## src/rtl/elb_pkg.sv

```systemverilog
package elb_pkg;
  // number of half-rate slots inside one stage (primary plus spare)
  localparam int unsigned SLOTS_PER_STAGE = 2;

  function automatic int unsigned link_capacity(input int unsigned stages);
    return stages * SLOTS_PER_STAGE;
  endfunction
endpackage

```

## src/rtl/elb_slot.sv

```systemverilog
// One half-rate storage slot: a data register with an occupancy flag.
module elb_slot #(
  parameter int unsigned WIDTH = 16
) (
  input  logic             clk,
  input  logic             rst,
  input  logic             load,
  input  logic             clear,
  input  logic [WIDTH-1:0] d,
  output logic [WIDTH-1:0] q,
  output logic             full
);
  always_ff @(posedge clk) begin
    if (load) q <= d;
  end

  always_ff @(posedge clk) begin
    if (rst)        full <= 1'b0;
    else if (load)  full <= 1'b1;
    else if (clear) full <= 1'b0;
  end
endmodule

```

## src/rtl/elb_stage.sv

```systemverilog
// One full-rate stage built from a primary and a spare half-rate slot.
module elb_stage #(
  parameter int unsigned WIDTH = 16
) (
  input  logic             clk,
  input  logic             rst,
  input  logic [WIDTH-1:0] in_data,
  input  logic             in_valid,
  output logic             in_ready,
  output logic [WIDTH-1:0] out_data,
  output logic             out_valid,
  input  logic             out_ready
);
  logic [WIDTH-1:0] pri_q, spr_q, pri_d;
  logic pri_full, spr_full;
  logic pri_free, take;
  logic pri_load, pri_clear, spr_load, spr_clear, spr_next;
  logic ready_q;

  assign take      = in_valid & ready_q;
  assign pri_free  = ~pri_full | out_ready;
  assign pri_load  = pri_free & (spr_full | take);
  assign pri_clear = pri_free & ~spr_full & ~take;
  assign pri_d     = spr_full ? spr_q : in_data;
  assign spr_load  = ~pri_free & take;
  assign spr_clear = pri_free & spr_full;
  assign spr_next  = spr_load | (spr_full & ~spr_clear);

  elb_slot #(.WIDTH(WIDTH)) u_pri (
    .clk(clk), .rst(rst), .load(pri_load), .clear(pri_clear),
    .d(pri_d), .q(pri_q), .full(pri_full)
  );

  elb_slot #(.WIDTH(WIDTH)) u_spr (
    .clk(clk), .rst(rst), .load(spr_load), .clear(spr_clear),
    .d(in_data), .q(spr_q), .full(spr_full)
  );

  always_ff @(posedge clk) begin
    if (rst) ready_q <= 1'b1;
    else     ready_q <= ~spr_next;
  end

  assign in_ready  = ready_q;
  assign out_data  = pri_q;
  assign out_valid = pri_full;


  hold_chk: assert property (@(posedge clk) disable iff (rst)
    (pri_full && !out_ready) |=> (pri_full && $stable(pri_q)));


  ready_fall_chk: assert property (@(posedge clk) disable iff (rst)
    $fell(ready_q) |-> $past(pri_full && !out_ready));


  spare_order_chk: assert property (@(posedge clk) disable iff (rst)
    spr_full |-> pri_full);


  spare_keep_chk: assert property (@(posedge clk) disable iff (rst)
    (spr_full && !out_ready) |=> (spr_full && $stable(spr_q)));


  accept_fill_chk: assert property (@(posedge clk) disable iff (rst)
    take |=> pri_full);
endmodule

```

## src/rtl/elb_link.sv

```systemverilog
// Chain of STAGES registered elastic stages forming a pipelined link.
module elb_link
  import elb_pkg::*;
#(
  parameter int unsigned WIDTH  = 16,
  parameter int unsigned STAGES = 3
) (
  input  logic             clk,
  input  logic             rst,
  input  logic [WIDTH-1:0] src_data,
  input  logic             src_valid,
  output logic             src_ready,
  output logic [WIDTH-1:0] dst_data,
  output logic             dst_valid,
  input  logic             dst_ready
);
  localparam int unsigned CAPACITY = link_capacity(STAGES);
  localparam int unsigned CW       = $clog2(CAPACITY + 2);

  logic [WIDTH-1:0] seg_data  [STAGES+1];
  logic             seg_valid [STAGES+1];
  logic             seg_ready [STAGES+1];

  assign seg_data[0]       = src_data;
  assign seg_valid[0]      = src_valid;
  assign src_ready         = seg_ready[0];
  assign dst_data          = seg_data[STAGES];
  assign dst_valid         = seg_valid[STAGES];
  assign seg_ready[STAGES] = dst_ready;

  for (genvar i = 0; i < STAGES; i++) begin : g_stage
    elb_stage #(.WIDTH(WIDTH)) u_stage (
      .clk(clk), .rst(rst),
      .in_data(seg_data[i]), .in_valid(seg_valid[i]), .in_ready(seg_ready[i]),
      .out_data(seg_data[i+1]), .out_valid(seg_valid[i+1]),
      .out_ready(seg_ready[i+1])
    );
  end

  // occupancy tracking used only by the checks below
  logic [CW-1:0] held;
  logic          in_hs, out_hs;
  assign in_hs  = src_valid & src_ready;
  assign out_hs = dst_valid & dst_ready;

  always_ff @(posedge clk) begin
    if (rst) held <= '0;
    else     held <= held + CW'(in_hs) - CW'(out_hs);
  end


  capacity_chk: assert property (@(posedge clk) disable iff (rst)
    held <= CW'(CAPACITY));


  full_block_chk: assert property (@(posedge clk) disable iff (rst)
    (held == CW'(CAPACITY)) |-> !src_ready);


  no_phantom_chk: assert property (@(posedge clk) disable iff (rst)
    (held == '0) |-> !dst_valid);
endmodule

```

## config.mk

```make
export PLATFORM = sky130hd
export DESIGN_NAME = elb_link
export DESIGN_NICKNAME = d
export VERILOG_FILES = /design/src/rtl/elb_pkg.sv /design/src/rtl/elb_slot.sv /design/src/rtl/elb_stage.sv /design/src/rtl/elb_link.sv
export SDC_FILE = /design/constraint.sdc
export NUM_CORES = 1
export LEC_CHECK = 0
export ABC_AREA = 1
export BUFFER_PORTS_ARGS = -buffer_cell sky130_fd_sc_hd__buf_2
export CORE_MARGIN = 3
export CORE_UTILIZATION = 47
export DETAILED_ROUTE_END_ITERATION = 7
export MAX_ROUTING_LAYER = met4
export PLACE_DENSITY = 0.66
export SLEW_MARGIN = 10
export SYNTH_ARGS = -nofsm -noshare
export SYNTH_HDL_FRONTEND = slang
export SYNTH_SLANG_ARGS = --single-unit
export TNS_END_PERCENT = 50
```

## constraint.sdc

```tcl
create_clock -name clk -period 2.25 [get_ports clk]
set_clock_uncertainty 0.1 [all_clocks]
set_input_delay 0.225 -clock clk [delete_from_list [all_inputs] [get_ports clk]]
set_output_delay 0.225 -clock clk [all_outputs]
set_load 0.03 [all_outputs]
```

# Word level (Yosys, flattened, before mapping)
# Cells that the tools add are included.
dict set report word_totals {
  ff_bits 105
  latch_bits 0
  ramBits 0
  rom_bits 0
  inputBits 20
  wordCells 84
  mem_count 0
}
dict set report op_classes {
  n_addsub 0
  multipliers 0
  n_div 0
  magnitude_cmp 0
  n_eq_ne 0
  n_shift 0
  muxes 15
  n_bitwise 48
  reduce_logical 6
}
# operator count
set op_table {}
lappend op_table {{2-to-1 mux 16 bit} 3}
lappend op_table {{bitwise AND 1 bit} 21}
lappend op_table {{inverter 1 bit} 18}
lappend op_table {{2-to-1 mux 1 bit} 12}
lappend op_table {{nonzero test 2 bit} 6}
lappend op_table {{OR 1 bit} 9}

# Logic depth before layout (Yosys ltp)
# Gate-level depths: netlist of run 1.
dict set report logic_depth {
  word_depth 7
  ltp_mapped 5
  depth_no_buf 4
}

# By module
# Synthesis of run 1 repeated with hierarchy kept, for this count alone.
dict set report unflattened {
  hier_cells 324
  hier_area_um2 4076.4
}
# module instances cells_each area_per_inst_um2
set modules_own_cells {}
lappend modules_own_cells {elb_slot 6 21 520.5}
lappend modules_own_cells {elb_stage 3 66 317.8}

# Least setup slack after synthesis of run 1
# Ideal clock, no wire load.
dict set report synth_timing {
  path_type {register -> register}
  from {register g_stage[2].u_stage.u_pri.full}
  to {register g_stage[2].u_stage.u_spr.q[0], enable pin}
  setup_ns 0.388
  arrival_time_ns 1.349
  required_time_ns 1.762
  slack_ns 0.413
  stages_incl_launch_ff 3
  path_cell_list {dfxtp_1 > nand2_1 > nor2_1}
}
dict set report synth_via {
  elab_chain_cells 4
}
# element line
set synth_rtl {}
lappend synth_rtl {{from (decl)} elb_slot.sv:11} ;# output logic full
lappend synth_rtl {{from (signal assigned)} elb_slot.sv:18} ;# if (rst) full <= 1'b0;
lappend synth_rtl {{from (signal assigned)} elb_slot.sv:19} ;# else if (load) full <= 1'b1;
lappend synth_rtl {{from (signal assigned)} elb_slot.sv:20} ;# else if (clear) full <= 1'b0;
lappend synth_rtl {{inverter 1 bit} elb_stage.sv:21} ;# assign pri_free = ~pri_full | out_ready;
lappend synth_rtl {{OR 1 bit} elb_stage.sv:21}
lappend synth_rtl {{inverter 1 bit} elb_stage.sv:25} ;# assign spr_load = ~pri_free & take;
lappend synth_rtl {{bitwise AND 1 bit} elb_stage.sv:25}
lappend synth_rtl {{net g_stage[2].u_stage.spr_load} elb_stage.sv:17} ;# logic pri_load, pri_clear, spr_load, spr_clear, spr_next;
lappend synth_rtl {{to (signal assigned)} elb_slot.sv:14} ;# if (load) q <= d;
lappend synth_rtl {{to (decl)} elb_slot.sv:10} ;# output logic [WIDTH-1:0] q,
# The timed path passes the listed nets, and every way through them passes these cells.
# A chain may end at the register's enable or synchronous reset.

# Worst setup path after layout of run 1
dict set report layout_timing {
  from {register g_stage[2].u_stage.u_spr.full}
  to {register g_stage[2].u_stage.u_pri.q[3], enable pin}
}
dict set report layout_via {
  elab_chain_cells 2
}
# element line
set layout_rtl {}
lappend layout_rtl {{from (decl)} elb_slot.sv:11}
lappend layout_rtl {{from (signal assigned)} elb_slot.sv:18}
lappend layout_rtl {{from (signal assigned)} elb_slot.sv:19}
lappend layout_rtl {{from (signal assigned)} elb_slot.sv:20}
lappend layout_rtl {{OR 1 bit} elb_stage.sv:22} ;# assign pri_load = pri_free & (spr_full | take);
lappend layout_rtl {{bitwise AND 1 bit} elb_stage.sv:22}
lappend layout_rtl {{net g_stage[2].u_stage.pri_load} elb_stage.sv:17}
lappend layout_rtl {{to (signal assigned)} elb_slot.sv:14}
lappend layout_rtl {{to (decl)} elb_slot.sv:10}
# The timed path passes the listed nets, and every way through them passes these cells.

==> flow_metrics.tcl, run 1 <==
set metrics [dict create \
    stdcell_count 472 \
    yosys.area.top_type "edfxtp_1" \
    sw_frac_of_total_pct 18.7 \
    final.setup.tns_ps 0 \
    synth_xor_area_share_pct 0 \
    synth_cell_types 12 \
    r2r-end "g_stage[2].u_stage.u_pri.q[3]$_DFFE_PP_" \
    cts_max_level 3 \
    yosysMostFrequentCell "nand2_1" \
    startpoint_type "register" \
    whs_ps 40.5 \
    path_clk_slew_ps 90 \
    drive_above_1_share_pct 18.6 \
    cts_resized 0 \
    rrSetupSlack_ps 690 \
    grt_max_degree 18 \
    clock_path_buffers 2 \
    pwr_density_cell_nw_per_um2 769 \
    grt_pass1_vias 1965 \
    synth_edf_count 96 \
    grt_pass1_wl_um 8760 \
    yosys_warnings 0 \
    synthAdderAreaFrac_pct 0 \
    cts_buffers 9 \
    crit_start "g_stage[2].u_stage.u_spr.full$_SDFFE_PP0P_" \
    p_switching_uw 655 \
    synth-compound-area-share_pct 0 \
    worstSetupEndpoint "g_stage[2].u_stage.u_pri.q[3]$_DFFE_PP_" \
    period_needed_ps 1560 \
    grt_antenna_before_repair 0 \
    initialDrtViolationCount 73 \
    run_status "completed" \
    diodes 0 \
    layout.nets 385 \
    synth_cells 304 \
    synthMuxAreaShare_pct 0 \
    grt_overflow 0 \
    synth_ff_type "edfxtp_1" \
    portBuffers 37 \
    ir_drop_v 0.000623 \
    p_total_mw 3.51 \
    clock_latency_ps 350 \
    avgSynthCellArea_um2 13.0 \
    r2r_start "g_stage[2].u_stage.u_spr.full$_SDFFE_PP0P_" \
    drc 0 \
    seq_power_share_pct 62.4 \
    hold_path_class "primary input to register" \
    ys_seq_area_share_pct 77.6 \
    die_area_um2 9530 \
    routedWlPerCell_um 10.4 \
    num_rows 32 \
    synth-simple-area-share_pct 17.6 \
    crit_fanout 17 \
    dr.pass1.iters 4 \
    placedCellCount 440 \
    max_freq_mhz 639 \
    viasPerCell 4.38 \
    synth_top_family_by_area "simple AND/OR/NAND/NOR gates" \
    internal_power_mw 2.85 \
    final-hold-violation-count 0 \
    clock_power_share_pct 33.8 \
    setup_viol 0 \
    start_util_pct 49.8 \
    grt_usage_pct 11.6 \
    dieWidth_um 97.6 \
    yosysTopAreaCellShare_pct 73.1 \
    antenna_left 0 \
    critPathKind "register to register" \
    clockRootBuffer "clkbuf_8" \
    core_area_um2 7930 \
    rsz0062_at_grt "no" \
    area_growth_pct 15.5 \
    cap_viol_max_count 0 \
    fin_crit_sh_pct 69.5 \
    r2r_cells 4 \
    slew_headroom_pct 62.7 \
    cts_setup_buffers 0 \
    postSynth.asyncResetShare_pct 0 \
    fillCellCount 648 \
    cts_tree "done" \
    synth_nets 324 \
    required_ps 2140 \
    gp_congestion 0.740 \
    synth_top_cells_by_count "nand2_1 (155), edfxtp_1 (96), inv_1 (10), nand2_2 (10)" \
    maxSlewViolCount 0 \
    hpwl_um 3460 \
    ys_top_cells_by_area "edfxtp_1 (73%), nand2_1 (15%), dfxtp_1 (4.6%)" \
    synth_area_um2 3950 \
    via_count 2069 \
    pin_count 38 \
    detail_route.wirelength_um 4920 \
    cp.arrival_ps 1460 \
    synth_seq_cells 105 \
    leakage_nw 1.85 \
    die-height_um 97.6 \
    combPwrFrac_pct 3.8 \
    cp-end-kind "register" \
    cts_sinks 105 \
    tightest_slew_ps 559 \
]
## final cells by class
type                    count  area (um^2)  share of cell area [%]
inverters                  13         71.3                    1.57
multi-input cells         177          693                    15.2
clock buffers              11          131                    2.88
clock inverters             5         80.1                    1.76
well taps                 102          128                    2.80
repair buffers             59          390                    8.57
flip-flops and latches    105         3060                    67.2
## how the worst min path moves through the flow
| stage | start | depth (start not counted) | end | slack [ps] |
|---|---|---|---|---|
| finish | rst | 3 | g_stage[1].u_stage.in_ready$_SDFF_PP1_ | 40 |
| detailed placement | src_data[15] | 1 | g_stage[0].u_stage.u_spr.q[15]$_DFFE_PP_ | 320 |
| floorplan | rst | 2 | g_stage[0].u_stage.in_ready$_SDFF_PP1_ | 220 |
| global route | rst | 3 | g_stage[0].u_stage.in_ready$_SDFF_PP1_ | 40 |
| global placement | src_data[0] | 1 | g_stage[0].u_stage.u_spr.q[0]$_DFFE_PP_ | 320 |
| CTS | dst_ready | 4 | g_stage[2].u_stage.u_spr.full$_SDFFE_PP0P_ | 10 |
## metrics by stage
stage	cell area, um^2	util, %	setup slack [ps]
2_1_floorplan	3950	-	413
3_3_place_gp	4190	52.8	724
3_5_place_dp	4190	52.8	662
4_1_cts	4560	57.5	651
5_1_grt	4560	57.5	522
6_report	4560	57.5	685
## kinds of logic (layout without fill, tap and decap cells)
family | after synthesis | after routing
AND/OR/NAND/NOR | 177 | 177
flip-flops | 105 | 105
buffers and inverters | 22 | 88
## metal layers
| layer | vias up | track usage, % | part of all wire (%) |
|---|---|---|---|
| met5 | - | - | 0 |
| met4 | 0 | 3.51 | 1.3 |
| met3 | 7 | 4.45 | 5.5 |
| met2 | 50 | 18.5 | 47 |
| met1 | 893 | 13.8 | 46 |
| li1 | 1119 | - | - |
## flip-flops by register name (all words and copies together) (netlist names)
name	cells
g_stage.u_stage.in_ready	3
g_stage.u_stage.u_spr.full	3
g_stage.u_stage.u_spr.q	48
g_stage.u_stage.u_pri.full	3
g_stage.u_stage.u_pri.q	48
## what timing repair did
| action | in CTS | in global routing |
|---|---|---|
| hold buffers | 16 | 0 |
| hold endpoints to repair | 16 | 0 |
| endpoints found under the setup margin | 0 | 0 |
## placed cells by master, fill, tap and decap left out, drive strengths merged
cell type	count
dlygate4sd3	16
buf	43
inv	13
bufinv	2
edfxtp	96
clkbuf	11
nand3	3
clkinv	2
clkinvlp	1
dfxtp	9
nor2	9
nand2	165
## worst max-delay path: stages, from the launching register on
cell	delay, ps
dfxtp_1	440
inv_8	90
nand2_2	100
nand2_1	60
inv_1	410
## power by group through the flow
stage	logic, mW	clock network (mW)	registers [mW]
5_1_grt	0.151	1.32	2.19
4_1_cts	0.133	1.24	2.19
6_report	0.133	1.19	2.19
2_1_floorplan	0.0533	0	2.24
3_5_place_dp	0.112	0	2.23
3_3_place_gp	0.109	0	2.23
Power figures use the tool's default switching activity.
==> inputs of run 2 (changes only) <==
PLACE_DENSITY = 0.68   (was 0.66)
clock period = 1.35 ns   (was 2.25 ns; I/O delays follow)
==> run 2 against run 1 <==
Effect of this change:
- critical path depth is 2 higher
- global-route usage is 0.68 points higher
- sequential cell count stayed put
- wire length is 2.4% higher
- final cell count is 2.3% higher
- register-to-register slack worse by 600 ps
- total power is 59% higher
- worst setup slack worse by 630 ps
- sequential share of layout area is 2.2 points lower
==> flow_metrics.tcl, run 2 (synthesized netlist as in run 1, its figures left out) <==
set metrics [dict create \
    final.setup.tns_ps 0 \
    cts_tree "done" \
    start_util_pct 49.8 \
    period_needed_ps 1300 \
    die-height_um 97.6 \
    slew_headroom_pct 85.4 \
    num_rows 32 \
    routedWlPerCell_um 10.4 \
    r2r-end "g_stage[1].u_stage.u_pri.q[6]$_DFFE_PP_" \
    whs_ps 88.4 \
    pin_count 38 \
    grt_pass1_wl_um 9250 \
    post_dp_cell_area_um2 4340 \
    layout.nets 396 \
    grt_usage_pct 12.3 \
    crit_start "dst_ready" \
    leakage_nw 1.90 \
    dr.pass1.iters 4 \
    crit_fanout 16 \
    rsz0062_at_grt "no" \
    ir_drop_v 0.000723 \
    hpwl_um 3400 \
    area_growth_pct 19.5 \
    clockRootBuffer "clkbuf_8" \
    cts_max_level 3 \
    diodes 0 \
    fin_crit_sh_pct 96.2 \
    required_ps 1320 \
    cp.arrival_ps 1270 \
    viasPerCell 4.37 \
    cap_viol_max_count 0 \
    final_core_util_pct 59.5 \
    rrSetupSlack_ps 90 \
    pwr_density_cell_nw_per_um2 1180 \
    dieWidth_um 97.6 \
    dp_slack_ps 42.6 \
    layout_common_cells "nand2_1 (155), edfxtp_1 (96), buf_2 (37)" \
    max_freq_mhz 770 \
    antenna_left 0 \
    drive_above_1_share_pct 22.6 \
    detail_route.wirelength_um 5040 \
    stdcell_area_um2 4710 \
    layout_commonest_cell "nand2_1" \
    run_status "completed" \
    r2r_start "g_stage[0].u_stage.u_pri.full$_SDFFE_PP0P_" \
    reg.largest.list "g_stage.u_stage.u_pri.q: 48 flops, g_stage.u_stage.u_spr.q: 48 flops" \
    cp-end-kind "register" \
    grt_pass1_vias 2085 \
    placedCellCount 448 \
    clock_latency_ps 350 \
    maxSlewViolCount 0 \
    path_clk_slew_ps 90 \
    p_total_mw 5.58 \
    core_area_um2 7930 \
    tightest_slew_ps 219 \
    initialDrtViolationCount 118 \
    via_count 2112 \
    die_area_um2 9530 \
    worstSetupEndpoint "g_stage[2].u_stage.u_spr.q[7]$_DFFE_PP_" \
    worst_slack_ps 51.7 \
    r2r_cells 5 \
    critPathKind "primary input to register" \
    hold_path_class "primary input to register" \
    cts_buffers 9 \
    stdcell_count 483 \
    grt_antenna_before_repair 0 \
    portBuffers 37 \
    setup_viol 0 \
    startpoint_type "primary input" \
    cts_resized 0 \
    clock_path_buffers 2 \
    drc 0 \
    grt_max_degree 19 \
    gp_congestion 0.689 \
    final-hold-violation-count 0 \
    cts_sinks 105 \
    grt_overflow 0 \
]
==> run 2: cell count changes in the layout (fill, tap and decap cells not counted), sizes merged <==
| cell | previous run | this run |
|---|---|---|
| bufinv | 2 | 0 |
| clkinvlp | 1 | 3 |
| buf | 43 | 52 |
| dlygate4sd3 | 16 | 18 |
| inv | 13 | 14 |
| clkbuf | 11 | 9 |
| clkinv | 2 | 3 |
==> run 2: power by group <==
part	switching, mW	internal [mW]	total, mW
registers	0.0274	3.61	3.64
clock network	0.998	0.682	1.68
logic	0.138	0.117	0.256
==> run 2: metal layers <==
| layer | vias to the layer above | part of all wire, % | GRT usage (%) |
|---|---|---|---|
| met5 | - | 0 | - |
| met4 | 0 | 0.79 | 3.19 |
| met3 | 6 | 6.0 | 4.88 |
| met2 | 55 | 49 | 19.9 |
| met1 | 908 | 45 | 14.3 |
| li1 | 1143 | - | - |
==> run 2: repair_timing <==
action                                  CTS  global route
hold buffers                             18             0
endpoints found under the hold margin    37             0
endpoints found under the setup margin    0            16
setup buffers                             0             1
==> run 2: worst min path at each step <==
stage | from | end | slack [ps] | cells after the start
2_1_floorplan | rst | g_stage[0].u_stage.in_ready$_SDFF_PP1_ | 130 | 2
3_3_place_gp | src_data[4] | g_stage[0].u_stage.u_spr.q[4]$_DFFE_PP_ | 230 | 1
3_5_place_dp | src_data[11] | g_stage[0].u_stage.u_spr.q[11]$_DFFE_PP_ | 230 | 1
4_1_cts | src_valid | g_stage[0].u_stage.in_ready$_SDFF_PP1_ | 80 | 5
5_1_grt | src_valid | g_stage[0].u_stage.in_ready$_SDFF_PP1_ | 120 | 5
6_report | src_valid | g_stage[0].u_stage.in_ready$_SDFF_PP1_ | 90 | 5
==> run 2: cell type report <==
class / instances / area [um^2]
clock buffers: 9 / 124
clock inverters: 7 / 53.8
fillers: 659 / 3210
inverters: 13 / 75.1
multi-input cells: 177 / 716
flip-flops and latches: 105 / 3070
well taps: 102 / 128
repair buffers: 70 / 553
==> run 2: critical path: stages <==
cell and delay, ps:
dlygate4sd3_1 540, buf_2 120, inv_1 60, nand2_1 110
nor2_4 150, buf_12 150
